==> src/rtl/cbc_pkg.sv <==
package cbc_pkg;

  // Which control register a CPU write addresses
  typedef enum logic [2:0] {
    WS_NONE,
    WS_RAMEN,
    WS_BANK,
    WS_FIELD,
    WS_MODE
  } wsel_e;

  // Which window a CPU read addresses
  typedef enum logic [1:0] {
    RW_NONE,
    RW_ROM_FIXED,
    RW_ROM_SWITCH,
    RW_RAM
  } rwin_e;

  // The top three address bits select an 8 KB region
  function automatic wsel_e decode_write(input logic [2:0] top3);
    case (top3)
      3'b000:  return WS_RAMEN;
      3'b001:  return WS_BANK;
      3'b010:  return WS_FIELD;
      3'b011:  return WS_MODE;
      default: return WS_NONE;
    endcase
  endfunction

  function automatic rwin_e decode_read(input logic [2:0] top3);
    case (top3)
      3'b000, 3'b001: return RW_ROM_FIXED;
      3'b010, 3'b011: return RW_ROM_SWITCH;
      3'b101:         return RW_RAM;
      default:        return RW_NONE;
    endcase
  endfunction

endpackage

==> src/rtl/cbc_regs.sv <==
module cbc_regs
  import cbc_pkg::*;
#(
  parameter int BANK_W = 5,
  parameter int HI_W   = 2
) (
  input  logic              clk,
  input  logic              rst,
  input  logic              wr,
  input  logic [15:0]       addr,
  input  logic [7:0]        wdata,
  output logic [BANK_W-1:0] bank,
  output logic [HI_W-1:0]   field,
  output logic              mode,
  output logic              ram_en,
  output logic              bank_upd,
  output logic              field_upd
);

  localparam logic [BANK_W-1:0] BANK_ONE = BANK_W'(1);

  wsel_e             sel;
  logic [BANK_W-1:0] bank_in;

  always_comb begin
    sel     = wr ? decode_write(addr[15:13]) : WS_NONE;
    bank_in = (wdata[BANK_W-1:0] == '0) ? BANK_ONE : wdata[BANK_W-1:0];
  end

  always_ff @(posedge clk) begin
    if (rst) begin
      bank      <= BANK_ONE;
      field     <= '0;
      mode      <= 1'b0;
      ram_en    <= 1'b0;
      bank_upd  <= 1'b0;
      field_upd <= 1'b0;
    end else begin
      bank_upd  <= (sel == WS_BANK);
      field_upd <= (sel == WS_FIELD);
      case (sel)
        WS_RAMEN: ram_en <= (wdata[3:0] == 4'hA);
        WS_BANK:  bank   <= bank_in;
        WS_FIELD: field  <= wdata[HI_W-1:0];
        WS_MODE:  mode   <= wdata[0];
        default:  ;
      endcase
    end
  end

  // a zero bank write selects bank one
  assert_zero_bank_is_one_R2: assert property (@(posedge clk) disable iff (rst)
    (wr && addr[15:13] == 3'b001 && wdata[BANK_W-1:0] == '0) |=> (bank == BANK_ONE));

  // the bank register never holds zero
  assert_bank_nonzero_R2: assert property (@(posedge clk) disable iff (rst)
    bank != '0);

  // a field write is followed by a one-cycle update pulse
  assert_field_pulse_R3: assert property (@(posedge clk) disable iff (rst)
    (wr && addr[15:13] == 3'b010) |=> (field_upd && field == $past(wdata[HI_W-1:0])));

  // the RAM enable follows the key nibble
  assert_ram_key_R8: assert property (@(posedge clk) disable iff (rst)
    (wr && addr[15:13] == 3'b000) |=> (ram_en == ($past(wdata[3:0]) == 4'hA)));

endmodule

==> src/rtl/cbc_map.sv <==
module cbc_map
  import cbc_pkg::*;
#(
  parameter int BANK_W    = 5,
  parameter int HI_W      = 2,
  parameter int WIN_W     = 14,
  parameter int RAM_WIN_W = 13,
  localparam int ROM_OFF_W = HI_W + BANK_W + WIN_W,
  localparam int RAM_OFF_W = HI_W + RAM_WIN_W,
  localparam int SIZE_W    = ROM_OFF_W + 1
) (
  input  logic [15:0]          addr,
  input  logic [BANK_W-1:0]    bank,
  input  logic [HI_W-1:0]      field,
  input  logic                 mode,
  input  logic [SIZE_W-1:0]    rom_size,
  output rwin_e                win,
  output logic [ROM_OFF_W-1:0] rom_off,
  output logic                 rom_oob,
  output logic [RAM_OFF_W-1:0] ram_off
);

  logic [HI_W-1:0] rom_hi;
  logic [HI_W-1:0] ram_hi;

  always_comb begin
    win    = decode_read(addr[15:13]);
    // Mode 1 routes the field to RAM, mode 0 to the ROM upper bits
    rom_hi = mode ? '0 : field;
    ram_hi = mode ? field : '0;

    if (win == RW_ROM_SWITCH)
      rom_off = {rom_hi, bank, addr[WIN_W-1:0]};
    else
      rom_off = {{(HI_W + BANK_W){1'b0}}, addr[WIN_W-1:0]};

    rom_oob = ({1'b0, rom_off} >= rom_size);
    ram_off = {ram_hi, addr[RAM_WIN_W-1:0]};
  end

endmodule

==> src/rtl/cart_bank_ctrl.sv <==
module cart_bank_ctrl
  import cbc_pkg::*;
#(
  parameter int BANK_W    = 5,
  parameter int HI_W      = 2,
  parameter int WIN_W     = 14,
  parameter int RAM_WIN_W = 13,
  localparam int ROM_OFF_W = HI_W + BANK_W + WIN_W,
  localparam int RAM_OFF_W = HI_W + RAM_WIN_W,
  localparam int SIZE_W    = ROM_OFF_W + 1
) (
  input  logic                 clk,
  input  logic                 rst,
  input  logic [15:0]          cpu_addr,
  input  logic                 cpu_wr,
  input  logic                 cpu_rd,
  input  logic [7:0]           cpu_wdata,
  input  logic [SIZE_W-1:0]    rom_size,
  output logic                 rom_hit,
  output logic [ROM_OFF_W-1:0] rom_off,
  output logic                 rom_zero,
  output logic                 ram_hit,
  output logic [RAM_OFF_W-1:0] ram_off,
  output logic                 ram_blocked,
  output logic                 rom_bank_upd,
  output logic                 ram_bank_upd
);

  logic [BANK_W-1:0]    bank;
  logic [HI_W-1:0]      field;
  logic                 mode;
  logic                 ram_en;
  rwin_e                win;
  logic [ROM_OFF_W-1:0] rom_off_c;
  logic                 rom_oob_c;
  logic [RAM_OFF_W-1:0] ram_off_c;
  logic                 is_rom;
  logic                 is_ram;

  cbc_regs #(.BANK_W(BANK_W), .HI_W(HI_W)) u_regs (
    .clk       (clk),
    .rst       (rst),
    .wr        (cpu_wr),
    .addr      (cpu_addr),
    .wdata     (cpu_wdata),
    .bank      (bank),
    .field     (field),
    .mode      (mode),
    .ram_en    (ram_en),
    .bank_upd  (rom_bank_upd),
    .field_upd (ram_bank_upd)
  );

  cbc_map #(
    .BANK_W(BANK_W), .HI_W(HI_W), .WIN_W(WIN_W), .RAM_WIN_W(RAM_WIN_W)
  ) u_map (
    .addr     (cpu_addr),
    .bank     (bank),
    .field    (field),
    .mode     (mode),
    .rom_size (rom_size),
    .win      (win),
    .rom_off  (rom_off_c),
    .rom_oob  (rom_oob_c),
    .ram_off  (ram_off_c)
  );

  always_comb begin
    is_rom = cpu_rd && (win == RW_ROM_FIXED || win == RW_ROM_SWITCH);
    is_ram = cpu_rd && (win == RW_RAM);
  end

  always_ff @(posedge clk) begin
    if (rst) begin
      rom_hit     <= 1'b0;
      rom_off     <= '0;
      rom_zero    <= 1'b0;
      ram_hit     <= 1'b0;
      ram_off     <= '0;
      ram_blocked <= 1'b0;
    end else begin
      rom_hit     <= is_rom;
      rom_zero    <= is_rom && rom_oob_c;
      ram_hit     <= is_ram;
      ram_blocked <= is_ram && !ram_en;
      if (is_rom) rom_off <= rom_off_c;
      if (is_ram) ram_off <= ram_off_c;
    end
  end

  // zero-return only on a ROM read whose offset reaches the size
  assert_zero_in_range_R7: assert property (@(posedge clk) disable iff (rst)
    rom_zero |-> (rom_hit && ({1'b0, rom_off} >= $past(rom_size))));

  // blocked RAM read only when the RAM was disabled
  assert_blocked_when_off_R9: assert property (@(posedge clk) disable iff (rst)
    ram_blocked |-> (ram_hit && !$past(ram_en)));

  // a read reaches at most one store
  assert_one_target_R10: assert property (@(posedge clk) disable iff (rst)
    $onehot0({rom_hit, ram_hit}));

  // a fixed-window read never carries bank bits
  assert_fixed_window_R5: assert property (@(posedge clk) disable iff (rst)
    (cpu_rd && cpu_addr[15:14] == 2'b00) |=> (rom_hit && rom_off[ROM_OFF_W-1:WIN_W] == '0));

endmodule

==> config.mk <==
export PLATFORM = sky130hd
export DESIGN_NAME = cart_bank_ctrl
export DESIGN_NICKNAME = d
export VERILOG_FILES = /design/src/rtl/cbc_pkg.sv /design/src/rtl/cbc_regs.sv /design/src/rtl/cbc_map.sv /design/src/rtl/cart_bank_ctrl.sv
export SDC_FILE = /design/constraint.sdc
export NUM_CORES = 1
export LEC_CHECK = 0
export CORE_ASPECT_RATIO = 0.5
export CORE_MARGIN = 2
export CORE_UTILIZATION = 44
export DETAILED_ROUTE_END_ITERATION = 10
export GPL_TIMING_DRIVEN = 0
export PLACE_DENSITY = 0.88
export SETUP_SLACK_MARGIN = 0.3
export SLEW_MARGIN = 20
export SYNTH_ARGS = -nofsm -noshare
export SYNTH_HDL_FRONTEND = slang
export SYNTH_SLANG_ARGS = --single-unit
==> constraint.sdc <==
create_clock -name clk -period 3.4 [get_ports clk]
set_input_delay 1.02 -clock clk [delete_from_list [all_inputs] [get_ports clk]]
set_output_delay 1.02 -clock clk [all_outputs]
set_load 0.01 [all_outputs]
Word-level counts from Yosys, hierarchy flattened
Cells that the tools add are included.

Logic and storage cells: 42. Output and inout bits: 42. Register bits after elaboration: 51.

Magnitude comparators: 1. Reductions and logical operators: 10. Multiplexer cells: 7. Equal/unequal tests: 12.

Operator list (count): >= comparator 21 x 22 -> 1 bit (1); two-way mux 21 bit (1); equality test 3 x 2 -> 1 bit (second input constant) (4); case mux 3 bit (4 select lines) (1); equality test 3 x 1 -> 1 bit (second input constant) (2); equality test 3 bit (second input constant) (2); case mux 2 bit (3 select lines) (1); zero test 5 bit (1); two-way mux 5 bit (1); equality test 2 bit (second input constant) (2); equality test 4 bit (second input constant) (1); logical AND 1 bit (4); two-way mux 2 bit (2); OR reduction 2 bit (2); zero test 3 bit (1); two-way mux 3 bit (1); equality test 2 x 1 -> 1 bit (second input constant) (1); zero test 1 bit (1); logical OR 1 bit (1).

Longest topological paths before layout
Gate-level depths: netlist (run 1).

Word-level depth: 7. Gate-level depth with buffers: 12. Gate-level depth less buffers: 11.

Modules after synthesis
From an unflattened synthesis (run 1), not the netlist that was laid out.

Cell total of the unflattened synthesis: 332. Area, all modules: 3041.7 µm².

By module, submodules not included: cart_bank_ctrl (area each 1785.5 µm², times used 1, cells each 175); cbc_map (area each 808.3 µm², times used 1, cells each 117); cbc_regs (area each 447.9 µm², times used 1, cells each 40).

Worst setup path before layout (run 1)
Ideal clock, no wire load.

Path type: in2reg. From: input cpu_addr[13]. To: register rom_zero. Stages on the path: 12. Required time: 3.283 ns. Path slack: 0.439 ns. Data arrival time: 2.844 ns. Path through: buf_2 > inv_1 > a21oi_1 > inv_1 > ha_1 > and2_1 > ha_1 > a21o_1 > a21o_1 > a21oi_2 > o21ai_1 > a22o_1.

Word-level cells in the longest chain between the ends: 7.

Ends and longest elaborated chain: start: declaration (RTL line cart_bank_ctrl.sv:14) `input logic [15:0] cpu_addr,`; equality test 3 x 2 -> 1 bit, or another cell as far along (RTL line cbc_pkg.sv:32) `case (top3)`; OR reduction 2 bit (RTL line cbc_pkg.sv:32); case mux 2 bit (3 select lines) * (RTL line cbc_pkg.sv:32); equality test 2 bit * (RTL line cbc_map.sv:32) `if (win == RW_ROM_SWITCH)`; two-way mux 21 bit * (RTL line cbc_map.sv:32); net rom_off_c[15] (RTL line cart_bank_ctrl.sv:34) `logic [ROM_OFF_W-1:0] rom_off_c;`; >= comparator 21 x 22 -> 1 bit * (RTL line cbc_map.sv:37) `rom_oob = ({1'b0, rom_off} >= rom_size);`; logical AND 1 bit * (RTL line cart_bank_ctrl.sv:83) `rom_zero <= is_rom && rom_oob_c;`; end signal: assignment (RTL line cart_bank_ctrl.sv:83); end: declaration (RTL line cart_bank_ctrl.sv:21) `output logic rom_zero,`.

Mark *: on every way through the listed nets, which the timed path passes. The rest lies on a longest branch. A chain may end at the register's enable or synchronous reset.

Worst setup path after layout (run 1)
Same ends and word-level chain as after synthesis.

==> metrics.yaml, run 1 <==
status: "finished, final reports clean"
yosysWarnings: 0
clockRootBuffer: "clkbuf_8"
io_buffers: 87
overflow: 0
peakVddDrop_mv: 0.208
period_share_pct: 86.4
place_inst: 457
p_leak_nw: 1.49
synthMostInstantiatedCell: "nand2_1"
timing.rr.start: "u_regs.mode"
dr.pass1.iters: 4
synthCells: 300
wirelength_um: 6880
whs_ps: 442
avgSynthCellArea_um2: 7.96
slowest_stage: "ha_1"
die_area_mm2: 0.00607
worst-path-buf-inv: 4
gp_routability_congestion: 0.857
antennaDiodeCount: 0
vias: 2395
fin_skew_ps: 2.21
min_from: "u_regs.ram_en"
clkPwrFrac_pct: 34.0
synth-edff-count: 0
power_mw: 1.30
utilization_pct: 69.3
cap_violations: 0
cp-startpoint: "cpu_addr[13]"
switchingPower_uw: 327
antenna_left: 0
critical_path.max_fanout: 7
synth_nets: 373
pin_count: 92
drtIter0Drc: 86
hold_viol: 0
drt-vias-per-instance: 5.12
cts-buffers-inserted: 5
setup_viol: 0
rsz0062_at_grt: "false"
crit_arrival_ps: 3150
endpoint_kind: "flip-flop"
antenna_found_initial: 0
grt_start_max_net_pins: 16
path_clk_slew_ps: 90
grt_use_total_pct: 22.7
drive_above_1_share_pct: 6.53
p_int_uw: 973
clkLatencyLatePin_ps: 310
drc_errors: 0
min_period_ps: 2940
switching_share_pct: 25.2
final_cell_count_no_fill: 468
htreeDepth: 2
dieWidth_um: 108
max_stage_delay_ps: 300
wl_per_cell_um: 14.7
synthTopCellsByArea: "dfxtp_1 (43%), nand2_1 (12%), ha_1 (12%)"
die_h_um: 56.1
clk_path_buf_depth: 2
synth_ff_type: "dfxtp_1"
worst_ep_required_time_ps: 3610
rows: 18
ys_ff_latch: 51
startpoint_type: "input pin"
pwr-share-seq_pct: 48.1
drv_slew: 0
cts_tree: "yes"
path_class: "input pin to flip-flop"
power.density_mw_per_mm2: 370
grt_pass1_wl_um: 10800
p_comb_share_pct: 17.9
synthesis.area_mm2: 0.00239
setup_tns_ps: 0
fmaxAchievable_ghz: 0.340
clock-sinks: 51
grt_pass1_vias: 2417
synth_area_leader_cell: "dfxtp_1"
worst_pin_slew_ps: 547
async_flop_share_pct: 0
final_nets: 470
core_mm2: 0.00507
initial_utilization_pct: 47.1
synth.yosys.seq_area_share_pct: 42.7
synth_top_area_share_pct: 42.7
hpwlAfterDp_um: 5180
area_delta_synth_final_pct: 47.1
hold_class: "flip-flop to flip-flop"
max_slew_margin_pct: 63.6
synthDistinctLibCells: 29
critPathTopFamily: "compound AO/OA/AOI/OAI gates"
cp_cell_sequence: "dlygate4sd2_1 -> buf_6 -> inv_1 -> a21oi_2 -> inv_2 -> ha_4 -> and2_1 -> ha_1 -> a21o_1 -> a21o_1 -> a21oi_2 -> o21ai_1 -> a22o_1"
synth_common_cells: "nand2_1 (78), dfxtp_1 (51), a21oi_1 (46)"
==> per-layer routing <==
metal / track usage [%] / vias up / share of wire (%)
met3: 5.04 / 17 / 6.1
met1: 25.0 / 1109 / 40
met4: 8.24 / 0 / 1.6
met2: 42.9 / 83 / 53
met5: 0 / - / 0
li1: - / 1186 / -
==> path summary, 6_finish.rpt <==
path	to	slack, ps	depth (start not counted)
setup / recovery	rom_zero	460	13
hold / removal	ram_blocked	440	1
setup reg to reg	rom_zero	1680	6
hold reg to reg	ram_blocked	440	1
==> timing repair <==
action	in CTS	in global routing
pin swaps	1	1
hold buffers	0	0
setup buffers	3	0
endpoints found under the setup margin	1	1
gates resized for setup	9	2
==> metrics by stage <==
stage          setup WS, ps  instance area, um^2
3_5_place_dp           -326                 3350
6_report                463                 3510
2_1_floorplan           439                 2390
4_1_cts                 338                 3510
3_3_place_gp           -246                 3350
5_1_grt                 351                 3510
==> kinds of logic (layout without fill, tap and decap cells) <==
family	after synthesis	after routing	synth area share, %
adders and majority gates	23	23	12.0
muxes	7	7	2.93
DFF	51	51	42.7
AOI/OAI and AO/OA	61	61	14.0
buffers and inverters	38	136	6.29
and+or+nand+nor	120	120	22.0
==> layout make-up <==
class / count / area, um^2
Inverter: 24 / 90.1
Sequential cell: 51 / 1020
Buffer: 14 / 66.3
Clock buffer: 6 / 82.6
Multi-Input combinational cell: 211 / 1240
Fill cell: 403 / 1550
Clock inverter: 2 / 35.0
Tap cell: 70 / 87.6
Timing Repair Buffer: 90 / 893
==> power groups by stage <==
stage / clock [mW] / combinational [mW] / sequential, mW
after floorplan: 0 / 0.0925 / 0.645
after global placement: 0 / 0.213 / 0.638
after detailed placement: 0 / 0.222 / 0.639
after CTS: 0.438 / 0.230 / 0.625
after global routing: 0.465 / 0.253 / 0.627
final: 0.442 / 0.233 / 0.625
==> state kept, by name (all words and copies together), names as in the netlist, 2 cells and up <==
name,cells
ram_off,15
rom_off,21
u_regs.bank,5
u_regs.field,2
==> cells in the final DEF (no fill, tap or decap), types with 2 or more instances in the layout <==
cell type / Yosys / final
a21oi_1: 46 / 45
o21ai_1: 4 / 4
dlygate4sd2_1: 0 / 2
nand2_1: 78 / 78
nor2_1: 15 / 15
ha_1: 23 / 22
nor3_1: 3 / 3
mux2i_1: 7 / 7
buf_2: 6 / 5
a21o_1: 3 / 3
dfxtp_1: 51 / 51
clkbuf_8: 0 / 6
buf_4: 0 / 3
nand4_1: 2 / 2
clkdlybuf4s50_1: 0 / 84
nand3_1: 5 / 5
o21ai_0: 3 / 2
clkbuf_1: 8 / 8
a21oi_2: 2 / 3
and2_1: 8 / 8
inv_1: 23 / 22
and3b_1: 2 / 2
inv_2: 1 / 2
No activity file was read; power rests on OpenSTA's default activity.
==> run 2, diff against run 1 <==
--- a/config.mk
+++ b/config.mk
@@ -5,12 +5,12 @@
 export SDC_FILE = /design/constraint.sdc
 export NUM_CORES = 1
 export LEC_CHECK = 0
-export CORE_ASPECT_RATIO = 0.5
+export CORE_ASPECT_RATIO = 0.9
 export CORE_MARGIN = 2
-export CORE_UTILIZATION = 44
+export CORE_UTILIZATION = 39
 export DETAILED_ROUTE_END_ITERATION = 10
 export GPL_TIMING_DRIVEN = 0
-export PLACE_DENSITY = 0.88
+export PLACE_DENSITY = 0.83
 export SETUP_SLACK_MARGIN = 0.3
 export SLEW_MARGIN = 20
 export SYNTH_ARGS = -nofsm -noshare
==> constraint.sdc (replaced) <==
create_clock -name clk -period 2.5 [get_ports clk]
set_input_delay 0.75 -clock clk [delete_from_list [all_inputs] [get_ports clk]]
set_output_delay 0.75 -clock clk [all_outputs]
set_load 0.01 [all_outputs]
==> run 2 against run 1 <==
Net effect: sequential power increased by 36%; largest cell class unchanged; critical path type unchanged; first-iteration DRC count is 28% lower; global-route usage down 3.3 points; design area up 0.75%; clock-buffer cell count fell by 1; highest routed layer unchanged; worst setup slack worse by 280 ps.
==> metrics.yaml, run 2 (synthesis gave the netlist of run 1 again) <==
max_slew_margin_pct: 65.7  # +2.1 points
drv_slew: 0  # unchanged
whs_ps: 446  # +3.42 ps
largest_register_ffs: 21  # unchanged
fmaxAchievable_ghz: 0.432
crit_arrival_ps: 2500  # -650 ps
setup_viol: 0  # unchanged
cts-buffers-inserted: 5  # unchanged
peakVddDrop_mv: 0.289  # +39%
startpoint_type: "input pin"
clkLatencyLatePin_ps: 290  # -20 ps
utilization_pct: 58.9  # -10 points
min_from: "u_regs.ram_en"
antenna_left: 0  # unchanged
min_path_cells: 1  # unchanged
wirelength_um: 6290  # -8.5%
power_mw: 1.72  # +32%
reg.largest.list: "rom_off: 21 flops, ram_off: 15 flops, u_regs.bank: 5 flops"
rows: 27  # +9
die_h_um: 78.2  # +39%
drive_above_1_share_pct: 8.75  # +2.2 points
overflow: 0  # unchanged
reg2regPathDepth: 7  # +1
max_stage_delay_ps: 210  # -90 ps
wl_per_cell_um: 13.3  # -9.3%
final_common_cell: "clkdlybuf4s50_1"
path_clk_slew_ps: 90  # about the same
pin_count: 92  # unchanged
p_leak_nw: 1.49  # +0.11%
hpwlAfterDp_um: 5040  # -2.7%
path_class: "input pin to flip-flop"
antennaDiodeCount: 0  # unchanged
fin_skew_ps: 8.77  # +6.56 ps
initial_utilization_pct: 39.7  # -7.4 points
htreeDepth: 2  # unchanged
worst_ep_required_time_ps: 2690  # -920 ps
holdPathEnd: "ram_blocked"
setup_ws_ps: 188  # -275 ps
post_dp_cell_area_mm2: 0.00338  # +1.0%
fin_area_mm2: 0.00354  # +0.75%
grt_start_max_net_pins: 16  # unchanged
hold_viol: 0  # unchanged
fillerInstances: 560  # +39%
timing.rr.start: "u_regs.bank[1]"
grt_pass1_vias: 2289  # -5.3%
dr.pass1.iters: 4  # unchanged
post-place-ws_ps: -667  # -341 ps
worst-path-buf-inv: 4  # unchanged
regToRegEndpoint: "rom_zero"
clock-sinks: 51  # unchanged
antenna_found_initial: 0  # unchanged
cp_cell_sequence: "buf_6 -> buf_8 -> inv_2 -> a21oi_2 -> inv_1 -> ha_4 -> and2_4 -> ha_4 -> a21o_1 -> a21o_1 -> a21oi_2 -> o21ai_1 -> a22o_1"
setup_tns_ps: 0  # unchanged
final_cell_count_no_fill: 472  # +0.85%
min_period_ps: 2310
critical_path.max_fanout: 6  # -1
critPathTopFamily: "compound AO/OA/AOI/OAI gates"
rsz0062_at_grt: "true"
core_mm2: 0.00601  # +19%
top_register: "rom_off"
endpoint_kind: "flip-flop"
grt_pass1_wl_um: 10500  # -2.4%
drc_errors: 0  # unchanged
hold_buffers: 0  # unchanged
cap_violations: 0  # unchanged
grt_use_total_pct: 19.5  # -3.3 points
cts_tree: "yes"
dieWidth_um: 86.5  # -20%
period_share_pct: 92.5
slowest_stage: "ha_4"
power.density_mw_per_mm2: 486  # +31%
hold_class: "flip-flop to flip-flop"
drtIter0Drc: 62  # -28%
drt-vias-per-instance: 4.87  # -4.9%
clockRootBuffer: "clkbuf_8"
r2r_slack_ps: 920  # -760 ps
worst_pin_slew_ps: 515  # -31.8 ps
vias: 2298  # -4.1%
status: "finished, final reports clean"
area_delta_synth_final_pct: 48.2
final_nets: 473  # +0.64%
place_inst: 459  # +0.44%
die_area_mm2: 0.00677  # +11%
clk_path_buf_depth: 2  # unchanged
gp_routability_congestion: 0.855  # -0.21%
final_cell_mix: "clkdlybuf4s50_1 (84), nand2_1 (78), dfxtp_1 (51)"
io_buffers: 87  # unchanged
[run 2: area by class of cell]
| class | count | area, um^2 | share of cell area, % |
|---|---|---|---|
| multi-input cells | 211 | 1250 | 35.4 |
| flip-flops and latches | 51 | 1020 | 28.8 |
| repair buffers | 93 | 907 | 25.6 |
| inverters | 24 | 90.1 | 2.55 |
| well taps | 72 | 90.1 | 2.55 |
| plain buffers | 14 | 72.6 | 2.05 |
| clock buffers | 5 | 68.8 | 1.94 |
| clock inverters | 2 | 37.5 | 1.06 |
[run 2: power by group]
group / switching (mW) / internal (mW)
registers: 0.0124 / 0.837
clock network: 0.260 / 0.293
logic: 0.151 / 0.166
[run 2: worst max-delay path by stage]
stage	startpoint	end	slack, ps	depth (start not counted)
after detailed placement	cpu_addr[14]	rom_zero	-670	11
final	cpu_addr[13]	rom_zero	190	13
after global placement	cpu_addr[14]	rom_zero	-600	11
after CTS	cpu_addr[13]	rom_zero	160	13
after floorplan	cpu_addr[13]	rom_zero	110	12
after global routing	cpu_addr[13]	rom_zero	140	13
[run 2: routing by layer]
layer  GRT usage (%)  wire (um)  up-vias
li1                -          -     1188
met3            4.00        326        4
met5               0          0        -
met2            33.3       3040       65
met4            5.47         55        0
met1            24.7       2870     1041
[run 2: repair_timing]
item / 4_1_cts / 5_1_grt
buffers inserted: 5 / 1
pin swaps: 8 / 5
setup endpoints to repair: 36 / 20
gates cloned: 0 / 0
gates resized for setup: 16 / 4
==> run 3, diff against run 2 <==
--- a/config.mk
+++ b/config.mk
@@ -10,6 +10,7 @@
 export CORE_UTILIZATION = 39
 export DETAILED_ROUTE_END_ITERATION = 10
 export GPL_TIMING_DRIVEN = 0
+export HOLD_SLACK_MARGIN = 0.02
 export PLACE_DENSITY = 0.83
 export SETUP_SLACK_MARGIN = 0.3
 export SLEW_MARGIN = 20
==> results of run 3 <==
Same layout as run 2: the final DEF is identical, and so are final timing and power.
